File: config.mk
export PLATFORM = sky130hd
export DESIGN_NAME = tmr8_unit
export DESIGN_NICKNAME = d
export VERILOG_FILES = /design/src/rtl/tmr8_pkg.sv /design/src/rtl/tmr8_event_src.sv /design/src/rtl/tmr8_prescaler.sv /design/src/rtl/tmr8_counter.sv /design/src/rtl/tmr8_unit.sv
export SDC_FILE = /design/constraint.sdc
export NUM_CORES = 1
export LEC_CHECK = 0
export ABC_AREA = 1
export BUFFER_PORTS_ARGS = -buffer_cell sky130_fd_sc_hd__buf_4
export CORE_UTILIZATION = 48
export DETAILED_ROUTE_END_ITERATION = 12
export PLACE_DENSITY = 0.71
export SLEW_MARGIN = 0
export SYNTH_ARGS = -nofsm -noshare
export SYNTH_HDL_FRONTEND = slang
export SYNTH_HIERARCHICAL = 1
export SYNTH_SLANG_ARGS = --single-unit
File: constraint.sdc
create_clock -name clk_i -period 2.2 [get_ports clk_i]
set_input_delay 0.22 -clock clk_i [delete_from_list [all_inputs] [get_ports clk_i]]
set_output_delay 0.22 -clock clk_i [all_outputs]
set_load 0.1 [all_outputs]
File: src/rtl/tmr8_pkg.sv
package tmr8_pkg;
  localparam int CNT_W   = 8;
  localparam int PSC_W   = 8;
  localparam int RATE_W  = 3;
  localparam int SYNC_N  = 2;
  localparam int INH_N   = 2;

  typedef enum logic {SRC_TICK = 1'b0, SRC_PIN = 1'b1} src_e;
endpackage

File: src/rtl/tmr8_event_src.sv
module tmr8_event_src
  import tmr8_pkg::*;
#(
  parameter int SYNC_STAGES = SYNC_N
) (
  input  logic clk_i,
  input  logic rst_ni,
  input  logic pin_i,
  input  logic src_ext_i,
  input  logic edge_fall_i,
  input  logic phase_clr_i,
  output logic tick_o
);
  logic [SYNC_STAGES-1:0] sync_q;
  logic                   prev_q;
  logic                   phase_q;
  logic                   pin_edge;
  src_e                   src;

  genvar g;
  generate
    for (g = 0; g < SYNC_STAGES; g++) begin : g_sync
      always_ff @(posedge clk_i or negedge rst_ni) begin
        if (!rst_ni) sync_q[g] <= 1'b0;
        else if (g == 0) sync_q[g] <= pin_i;
        else sync_q[g] <= sync_q[(g > 0) ? g-1 : 0];
      end
    end
  endgenerate

  always_ff @(posedge clk_i or negedge rst_ni) begin
    if (!rst_ni) begin
      prev_q  <= 1'b0;
      phase_q <= 1'b0;
    end else begin
      prev_q  <= sync_q[SYNC_STAGES-1];
      phase_q <= phase_clr_i ? 1'b0 : ~phase_q;
    end
  end

  assign src = src_e'(src_ext_i);

  always_comb begin
    if (edge_fall_i) pin_edge = prev_q & ~sync_q[SYNC_STAGES-1];
    else             pin_edge = ~prev_q & sync_q[SYNC_STAGES-1];
  end

  assign tick_o = (src == SRC_PIN) ? pin_edge : phase_q;

  // events never arrive on adjacent cycles in a fixed mode
  a_r3_tick_spaced: assert property (@(posedge clk_i) disable iff (!rst_ni)
    tick_o ##1 $stable(src_ext_i) |-> !tick_o);
endmodule

File: src/rtl/tmr8_prescaler.sv
module tmr8_prescaler
  import tmr8_pkg::*;
#(
  parameter int DIV_W  = PSC_W,
  parameter int RATE_B = RATE_W
) (
  input  logic              clk_i,
  input  logic              rst_ni,
  input  logic              tick_i,
  input  logic              en_i,
  input  logic              clr_i,
  input  logic [RATE_B-1:0] rate_i,
  output logic              inc_o
);
  logic [DIV_W-1:0] div_q;
  logic [DIV_W-1:0] mask;

  always_comb begin
    for (int i = 0; i < DIV_W; i++) mask[i] = (i <= int'(rate_i));
  end

  always_ff @(posedge clk_i or negedge rst_ni) begin
    if (!rst_ni)             div_q <= '0;
    else if (clr_i || !en_i) div_q <= '0;
    else if (tick_i)         div_q <= div_q + 1'b1;
  end

  assign inc_o = en_i ? (tick_i & (&(div_q | ~mask))) : tick_i;

  // a cleared prescaler cannot release an advance on the next cycle
  a_r8_clr_no_inc: assert property (@(posedge clk_i) disable iff (!rst_ni)
    (en_i && clr_i) ##1 en_i |-> !inc_o);
endmodule

File: src/rtl/tmr8_counter.sv
module tmr8_counter
  import tmr8_pkg::*;
#(
  parameter int WIDTH   = CNT_W,
  parameter int INHIBIT = INH_N
) (
  input  logic             clk_i,
  input  logic             rst_ni,
  input  logic             inc_i,
  input  logic             wr_en_i,
  input  logic [WIDTH-1:0] wr_data_i,
  output logic [WIDTH-1:0] cnt_o,
  output logic             ovf_o
);
  localparam int INH_W = $clog2(INHIBIT + 1);

  logic [WIDTH-1:0] cnt_q;
  logic [INH_W-1:0] inh_q;
  logic             ovf_q;

  always_ff @(posedge clk_i or negedge rst_ni) begin
    if (!rst_ni) begin
      cnt_q <= '0;
      inh_q <= '0;
      ovf_q <= 1'b0;
    end else begin
      ovf_q <= 1'b0;
      if (wr_en_i) begin
        cnt_q <= wr_data_i;
        inh_q <= INH_W'(INHIBIT);
      end else if (inc_i) begin
        if (inh_q != '0) inh_q <= inh_q - 1'b1;
        else begin
          cnt_q <= cnt_q + 1'b1;
          ovf_q <= &cnt_q;
        end
      end
    end
  end

  assign cnt_o = cnt_q;
  assign ovf_o = ovf_q;

  a_r2_load: assert property (@(posedge clk_i) disable iff (!rst_ni)
    wr_en_i |=> cnt_q == $past(wr_data_i));
  a_r8_hold_after_load: assert property (@(posedge clk_i) disable iff (!rst_ni)
    wr_en_i ##1 !wr_en_i |=> cnt_q == $past(cnt_q));
  a_r9_ovf_single: assert property (@(posedge clk_i) disable iff (!rst_ni)
    ovf_q |=> !ovf_q);
  a_r9_ovf_zero: assert property (@(posedge clk_i) disable iff (!rst_ni)
    ovf_q |-> cnt_q == '0);
  a_r3_step_one: assert property (@(posedge clk_i) disable iff (!rst_ni)
    !wr_en_i |=> (cnt_q == $past(cnt_q) || cnt_q == WIDTH'($past(cnt_q) + 1'b1)));
endmodule

File: src/rtl/tmr8_unit.sv
module tmr8_unit
  import tmr8_pkg::*;
(
  input  logic              clk_i,
  input  logic              rst_ni,
  input  logic              ext_clk_i,
  input  logic              src_ext_i,
  input  logic              edge_fall_i,
  input  logic              psc_en_i,
  input  logic [RATE_W-1:0] psc_rate_i,
  input  logic              wr_en_i,
  input  logic [CNT_W-1:0]  wr_data_i,
  output logic [CNT_W-1:0]  count_o,
  output logic              ovf_o
);
  logic tick;
  logic inc;

  tmr8_event_src #(.SYNC_STAGES(SYNC_N)) u_src (
    .clk_i       (clk_i),
    .rst_ni      (rst_ni),
    .pin_i       (ext_clk_i),
    .src_ext_i   (src_ext_i),
    .edge_fall_i (edge_fall_i),
    .phase_clr_i (wr_en_i),
    .tick_o      (tick)
  );

  tmr8_prescaler #(.DIV_W(PSC_W), .RATE_B(RATE_W)) u_psc (
    .clk_i  (clk_i),
    .rst_ni (rst_ni),
    .tick_i (tick),
    .en_i   (psc_en_i),
    .clr_i  (wr_en_i),
    .rate_i (psc_rate_i),
    .inc_o  (inc)
  );

  tmr8_counter #(.WIDTH(CNT_W), .INHIBIT(INH_N)) u_cnt (
    .clk_i     (clk_i),
    .rst_ni    (rst_ni),
    .inc_i     (inc),
    .wr_en_i   (wr_en_i),
    .wr_data_i (wr_data_i),
    .cnt_o     (count_o),
    .ovf_o     (ovf_o)
  );
endmodule

==> results of run 1 <==
-- flip-flops by register name (all words and copies together) (netlist names) --
signal	count
u_cnt/cnt_o	8
u_src/sync_q	2
u_cnt/inh_q	2
u_psc/div_q	8
u_src/prev_q	1
u_src/phase_q	1
u_cnt/ovf_o	1
-- power groups by stage --
stage | Sequential (uW) | Combinational (uW) | Clock [uW]
floorplan | 592 | 91.7 | 0
global placement | 481 | 279 | 0
detailed placement | 482 | 282 | 0
CTS | 474 | 285 | 215
global route | 478 | 308 | 234
finish | 474 | 284 | 204
-- routing by layer --
metal / GRT usage / vias up / share of wire
li1: - / 611 / -
met1: 0.291 / 521 / 0.47
met2: 0.352 / 30 / 0.48
met3: 0.0333 / 2 / 0.037
met4: 0.0641 / 0 / 0.0075
met5: 0 / - / 0
-- cell usage after synthesis (3+ instances only) --
master,instances,area [sq um]
inv_1,23,86.3
inv_2,3,11.3
nand3_1,16,80.1
nor2_1,9,33.8
ha_1,3,37.5
a21oi_1,11,55.1
dfrtp_1,23,576
o21ai_0,3,15.0
nand2_1,52,195
nand2_2,6,37.5
o21ai_1,3,15.0
-- cell type report --
cell class,instances,share of cell area
multi-input combinational,122,0.394
timing repair buffer,28,0.136
clock inverter,1,0.00473
tap,30,0.0237
inverter,27,0.0655
sequential,23,0.363
clock buffer,3,0.0142
-- worst min-delay path by stage --
stage	startpoint	endpoint	slack (ns)
after floorplan	rst_ni	u_cnt/cnt_o[0]$_DFFE_PN0P_	-0.08
after global placement	rst_ni	u_psc/div_q[0]$_DFFE_PN0P_	0.13
after detailed placement	rst_ni	u_psc/div_q[1]$_DFFE_PN0P_	0.13
after CTS	wr_data_i[3]	u_cnt/cnt_o[3]$_DFFE_PN0P_	0.11
after global routing	wr_data_i[2]	u_cnt/cnt_o[2]$_DFFE_PN0P_	0.13
final	wr_data_i[3]	u_cnt/cnt_o[3]$_DFFE_PN0P_	0.13
-- kinds of logic (layout without fill, tap and decap cells) --
| family | count (synthesis) | after routing | share of synthesized area |
|---|---|---|---|
| flops | 23 | 23 | 0.435 |
| fa+ha+maj | 3 | 3 | 0.0284 |
| buf+inv | 29 | 59 | 0.0927 |
| compound gates | 22 | 22 | 0.0927 |
| simple gates | 97 | 97 | 0.351 |
-- cells in the final DEF (no fill, tap or decap), types with 3 or more instances in the layout --
master | netlist | layout
a21oi_1 | 11 | 11
clkbuf_4 | 0 | 3
nand3_1 | 16 | 16
dfrtp_1 | 23 | 23
inv_1 | 23 | 23
nand2_2 | 6 | 6
nor2_1 | 9 | 9
o21ai_0 | 3 | 3
nand2_1 | 52 | 52
o21ai_1 | 3 | 3
ha_1 | 3 | 3
buf_4 | 1 | 26
inv_2 | 3 | 3
-- per-stage QoR --
step / util / cells / setup slack [ns] / power (uW)
5_1_grt: 0.623 / 234 / 0.135 / 1020
3_3_place_gp: 0.604 / 228 / 0.469 / 760
4_1_cts: 0.623 / 234 / 0.369 / 974
6_report: 0.623 / 234 / 0.369 / 962
2_1_floorplan: - / 174 / 0.429 / 684
3_5_place_dp: 0.604 / 228 / 0.404 / 764
-- worst max-delay path: stages, from the launching register on --
cell,delay [ns]
dfrtp_1,0.45
nand2_2,0.11
o21ai_0,0.08
nand2_1,0.06
a21oi_1,0.12
nand2_1,0.09
a21oi_1,0.28
nand2_2,0.15
nand2_4,0.12
inv_2,0.07
nand2_1,0.06
nand2_1,0.06
inv_2,0.04
nand2_1,0.04
-- timing repair --
item                      CTS  global route
hold endpoints to repair   24             0
hold buffers                2             0
buffers inserted            0             0
==> run_results.csv, run 1 <==
group,metric,value,unit
power_and_ir_drop,power_density,606,nW/um^2
floorplanning,ios,27,
logic_synthesis,syn_area,1320,sq um
power_and_ir_drop,vdd.ir_drop.worst,0.436,mV
critical_path,r2r-end,"u_cnt/cnt_o[5]$_DFFE_PN0P_",
grt,grt_max_degree,24,
grt,grt_pass1_vias,1032,
clock_tree,cts-resized-gates,0,
finish,diodes,0,
timing,hold_viol,0,
clock_tree,numCtsBuffers,3,
grt,grtUsageTotal,0.215,
timing,tightest_slew,0.304,ns
logic_synthesis,synth_edf_count,0,
power_and_ir_drop,switching_share,0.383,
logic_synthesis,syn_nets,195,
clock_tree,numClockSinks,23,
timing,clock.fmax,546,MHz
finish,n_fill_cell,236,
floorplanning,die_y,54.5,microns
critical_path,worst-endpoint-arrival,2.04,ns
floorplanning,rows,18,
route,antenna_left,0,
logic_synthesis,synth_cell_types,29,
placement,io_buffer_count,26,
timing,fin_crit,1.83,ns
grt,grt_overflow,0,
route,wirelength,2.66,mm
finish,layout.nets,226,
placement,place_area,1540,sq um
clock_tree,cts_htree_levels,1,
power_and_ir_drop,internal_power,594,uW
floorplanning,die_area,2970,sq um
power_and_ir_drop,leakagePower,0.000844,uW
timing,finalSetupTns,0,ns
logic_synthesis,ys_async_sr_fraction,1.00,
power_and_ir_drop,comb_power_share,0.295,
finish,area_delta_synth_final,20.0,%
floorplanning,start_util,0.520,
timing,setup_viol,0,
finish,stdcell_area,1590,sq um
clock_tree,clk_pin_slew,0.14,ns
timing,maxSlewHeadroom,0.797,
route,drc,0,
route,first_pass_iters,4,
logic_synthesis,syn_inst,174,
logic_synthesis,yosys_most_used_dff,"dfrtp_1",
power_and_ir_drop,p_sw,368,uW
power_and_ir_drop,power_frac_clock,0.212,
floorplanning,die-width,54.5,microns
clock_tree,cts_buffer_depth,2,
logic_synthesis,ys_seq_elements,23,
critical_path,crit_type,"reg -> reg",
logic_synthesis,avgSynthCellArea,7.60,sq um
route,viasPerCell,4.97,
critical_path,crit_fanout,5,
critical_path,r2r_setup_slack,0.37,ns
clock_tree,root_buffer,"clkbuf_4",
clock_tree,clock_latency,0.32,ns
min_path,whs_path_depth,3,
run,drv_cap,0,
finish,seq_area,576,sq um
critical_path,worstPathRequired,2.41,ns
grt,grt_pass1_wl,4.51,mm
floorplanning,coreArea,2540,sq um
placement,dp_hpwl,2.05,mm
logic_synthesis,ys_warn_count,6,
clock_tree,cts_tree,"done",
min_path,hp-class,"in -> reg",
placement,routabilityCongestion,0.838,
critical_path,start_kind,"flop",
route,drt_iter0_markers,43,
route,num_vias,1164,
power_and_ir_drop,power_frac_seq,0.493,
timing,min_period_over_period,0.832,
timing,rsz0062_at_grt,"false",
grt,antenna_found_initial,0,
critical_path,startpoint,"u_psc/div_q[1]$_DFFE_PN0P_",
finish,drive_above_1_share,0.240,
route,drt-wirelength-per-cell,11.4,microns
timing,holdWs,0.125,ns
critical_path,worst_r2r_path_depth,13,
logic_synthesis,synth_seq_area_share,0.435,
timing,final-max-slew-violation-count,0,
critical_path,end_kind,"flop",
critical_path,reg2reg_from,"u_psc/div_q[1]$_DFFE_PN0P_",
run_status,outcome,"finished clean",
critical_path,crit_path_end,"u_cnt/cnt_o[5]$_DFFE_PN0P_",
timing,clock-skew-final,0.0139,ns
finish,multi_input_area,624,sq um
Power figures use the tool's default switching activity.
==> run 2, diff against run 1 <==
--- a/config.mk
+++ b/config.mk
@@ -5,11 +5,11 @@
 export SDC_FILE = /design/constraint.sdc
 export NUM_CORES = 1
 export LEC_CHECK = 0
-export ABC_AREA = 1
+export ABC_AREA = 0
 export BUFFER_PORTS_ARGS = -buffer_cell sky130_fd_sc_hd__buf_4
 export CORE_UTILIZATION = 48
 export DETAILED_ROUTE_END_ITERATION = 12
-export PLACE_DENSITY = 0.71
+export PLACE_DENSITY = 0.72
 export SLEW_MARGIN = 0
 export SYNTH_ARGS = -nofsm -noshare
 export SYNTH_HDL_FRONTEND = slang
==> constraint.sdc (replaced) <==
create_clock -name clk_i -period 1.9 [get_ports clk_i]
set_input_delay 0.19 -clock clk_i [delete_from_list [all_inputs] [get_ports clk_i]]
set_output_delay 0.19 -clock clk_i [all_outputs]
set_load 0.1 [all_outputs]
==> run 2 against run 1 <==
Compared with the run above:
- critical endpoint is now u_cnt/cnt_o[6]$_DFFE_PN0P_
- sequential cell count unchanged
- total power increased by 13%
- synthesized area down 9.5%
- largest power group unchanged
- critical path type unchanged
- routed wire length decreased by 0.34%
- hold slack worse by 0.043 ns
- largest cell class unchanged
- critical path depth shrank 5
- the flow now finishes with violations (negative setup slack)
- highest routed layer unchanged
- setup slack worse by 0.76 ns
- clock power rose by 9.8%
- core utilization rose by 8.7 points
==> run_results.csv, run 2 <==
group,metric,value,unit
run_status,outcome,"finished with violations",
run_status,violations,"negative setup slack",
timing,fin_ws,-0.390,ns
critical_path,slowest_stage,"or4_1",
placement,io_buffer_count,26,
logic_synthesis,ys_seq_elements,23,
critical_path,worstPathRequired,2.15,ns
critical_path,worst-endpoint-arrival,2.54,ns
timing,setup_viol,11,
logic_synthesis,syn_area,1200,sq um
placement,place_area,1470,sq um
power_and_ir_drop,power_frac_clock,0.207,
timing,fin_crit,2.29,ns
placement,routabilityCongestion,0.836,
floorplanning,coreArea,2280,sq um
route,drt_iter0_markers,19,
route,dr_wl_met3,70,microns
placement,dp_slack,-0.387,ns
route,drt-wirelength-per-cell,13.7,microns
logic_synthesis,ys_async_sr_fraction,1.00,
critical_path,r2r-end,"u_cnt/cnt_o[6]$_DFFE_PN0P_",
finish,stdcell_area,1620,sq um
route,wirelength,2.65,mm
grt,grt_pass1_wl,4.23,mm
critical_path,critPathMaxStageDelay,0.58,ns
timing,rsz0062_at_grt,"true",
critical_path,crit_chain,"or3b_4 -> a31oi_4 -> nand2_2 -> a221oi_2 -> a22o_1 -> nand4_1 -> or4_1 -> nand3_2",
grt,antenna_found_initial,0,
logic_synthesis,synth_area_leaders,"dfrtp_1 (48%), o21ai_0 (4.6%), nand2_1 (4.4%), xor2_1 (4.4%), nor2_1 (3.4%)",
critical_path,crit_fanout,3,
clock_tree,cts_tree,"done",
floorplanning,ios,27,
floorplanning,die-width,51.9,microns
grt,grtUsageTotal,0.215,
clock_tree,numClockSinks,23,
logic_synthesis,yosys_most_used_dff,"dfrtp_1",
timing,clock-skew-final,0.00591,ns
power_and_ir_drop,leakagePower,0.000745,uW
finish,mostFrequentLayoutCells,"buf_4 (33), dfrtp_1 (23), nand2_1 (12)",
route,antenna_left,0,
power_and_ir_drop,vdd.ir_drop.worst,0.456,mV
logic_synthesis,synth.largest_area_cell,"dfrtp_1",
run,drv_cap,0,
clock_tree,clk_pin_slew,0.13,ns
logic_synthesis,syn_inst,126,
logic_synthesis,synth_seq_area_share,0.481,
min_path,hold_end,"u_cnt/cnt_o[3]$_DFFE_PN0P_",
floorplanning,die_area,2700,sq um
power_and_ir_drop,switching_share,0.351,
placement,dp_hpwl,1.82,mm
clock_tree,cts_buffer_depth,2,
timing,hold_viol,0,
power_and_ir_drop,power_density,669,nW/um^2
power_and_ir_drop,power_frac_seq,0.504,
floorplanning,rows,17,
min_path,hp-class,"in -> reg",
clock_tree,cts_htree_levels,1,
route,viasPerCell,5.42,
route,num_vias,1046,
logic_synthesis,yosys-top-cells-count,"dfrtp_1 (23), nand2_1 (14), nor2_1 (11), o21ai_0 (11)",
timing,clock.fmax,437,MHz
grt,grt_pass1_vias,961,
timing,min_period_over_period,1.21,
logic_synthesis,yosysMostFrequentCell,"dfrtp_1",
finish,final_common_cell,"buf_4",
route,top_layer_used,"met4",
logic_synthesis,synth_edf_count,0,
finish,area_delta_synth_final,35.1,%
logic_synthesis,avgSynthCellArea,9.50,sq um
critical_path,reg2reg_from,"u_src/prev_q$_DFF_PN0_",
logic_synthesis,syn_nets,147,
logic_synthesis,netlist.area_leader.share,0.481,
finish,diodes,0,
min_path,min_from,"wr_data_i[3]",
critical_path,worst_r2r_path_depth,8,
power_and_ir_drop,internal_power,702,uW
floorplanning,start_util,0.526,
timing,maxSlewHeadroom,0.782,
critical_path,r2r_setup_slack,-0.39,ns
critical_path,start_kind,"flop",
route,first_pass_iters,4,
logic_synthesis,synth_cell_types,33,
clock_tree,clock_latency,0.30,ns
power_and_ir_drop,comb_power_share,0.290,
timing,tightest_slew,0.324,ns
clock_tree,root_buffer,"clkbuf_4",
critical_path,end_kind,"flop",
finish,drive_above_1_share,0.315,
min_path,whs_path_depth,3,
grt,grt_overflow,0,
route,wl_met1,1.23,mm
timing,final-max-slew-violation-count,0,
route,dr_wl_met2,1.32,mm
finish,layout.nets,187,
power_and_ir_drop,p_sw,380,uW
critical_path,crit_type,"reg -> reg",
grt,grt_max_degree,26,
clock_tree,numCtsBuffers,3,
logic_synthesis,ys_warn_count,6,
floorplanning,die_y,51.9,microns
route,drc,0,
-- run 2: cell count changes after synthesis, sizes merged, moves of 6 or more --
cell and change:
nand3 -10, o21ai +6, a21oi -8, nand2 -45, inv -20, xor2 +6
-- run 2: logic make-up after synthesis --
logic type | share of synthesized area
compound gates | 0.116
xor+xnor | 0.0585
fa+ha+maj | 0.0314
buf+inv | 0.0418
flops | 0.481
mux | 0.0167
simple gates | 0.255
-- run 2: power by group through the flow --
stage	logic [uW]	registers, uW	clock network (uW)
6_report	314	545	224
5_1_grt	335	549	255
4_1_cts	305	545	236
3_5_place_dp	283	553	0
3_3_place_gp	277	552	0
2_1_floorplan	81.0	664	0
-- run 2: metrics by stage --
stage	util	hold WS, ns	std cells	setup TNS, ns	power (uW)
after floorplan	-	-0.106	126	-2.11	745
after global placement	0.647	0.0994	184	-2.28	829
after detailed placement	0.647	0.103	184	-2.84	836
after CTS	0.698	0.0774	193	-3.05	1080
after global routing	0.711	0.0907	193	-4.69	1140
final	0.711	0.0822	193	-3.33	1080
-- run 2: final cells by class --
class                           instances  area (sq um)
Multi-Input combinational cell         92           642
Inverter                                7          26.3
Sequential cell                        23           576
Tap cell                               28          35.0
Clock buffer                            4          26.3
Timing Repair Buffer                   39           313
Fill cell                             169           658
-- run 2: worst max-delay path, delay by kind of cell, from the launching register on --
family	cells	cell delay [ns]
AND/OR/NAND/NOR	5	1.30
flip-flops	1	0.40
AO/OA/AOI/OAI	3	0.53
-- run 2: worst max-delay path by stage --
stage | startpoint | endpoint | slack (ns) | cells past startpoint
global placement | u_src/prev_q$_DFF_PN0_ | u_cnt/cnt_o[6]$_DFFE_PN0P_ | -0.35 | 8
finish | u_src/prev_q$_DFF_PN0_ | u_cnt/cnt_o[6]$_DFFE_PN0P_ | -0.39 | 8
global route | u_src/prev_q$_DFF_PN0_ | u_cnt/cnt_o[6]$_DFFE_PN0P_ | -0.51 | 8
floorplan | u_src/prev_q$_DFF_PN0_ | u_cnt/cnt_o[6]$_DFFE_PN0P_ | -0.39 | 9
CTS | u_src/prev_q$_DFF_PN0_ | u_cnt/cnt_o[5]$_DFFE_PN0P_ | -0.34 | 9
detailed placement | u_src/prev_q$_DFF_PN0_ | u_cnt/cnt_o[6]$_DFFE_PN0P_ | -0.39 | 8
-- run 2: timing repair --
action / in CTS / in global routing
hold buffers: 2 / 0
pin swaps: 4 / 2
buffers inserted: 4 / 1
gates resized for setup: 10 / 7
endpoints found under the hold margin: 24 / 0
setup endpoints to repair: 12 / 13
-- run 2: layer usage --
layer  vias up  GRT usage
met5         -          0
met4         0     0.0676
met3         4     0.0351
met2        19      0.361
met1       503      0.281
li1        520          -
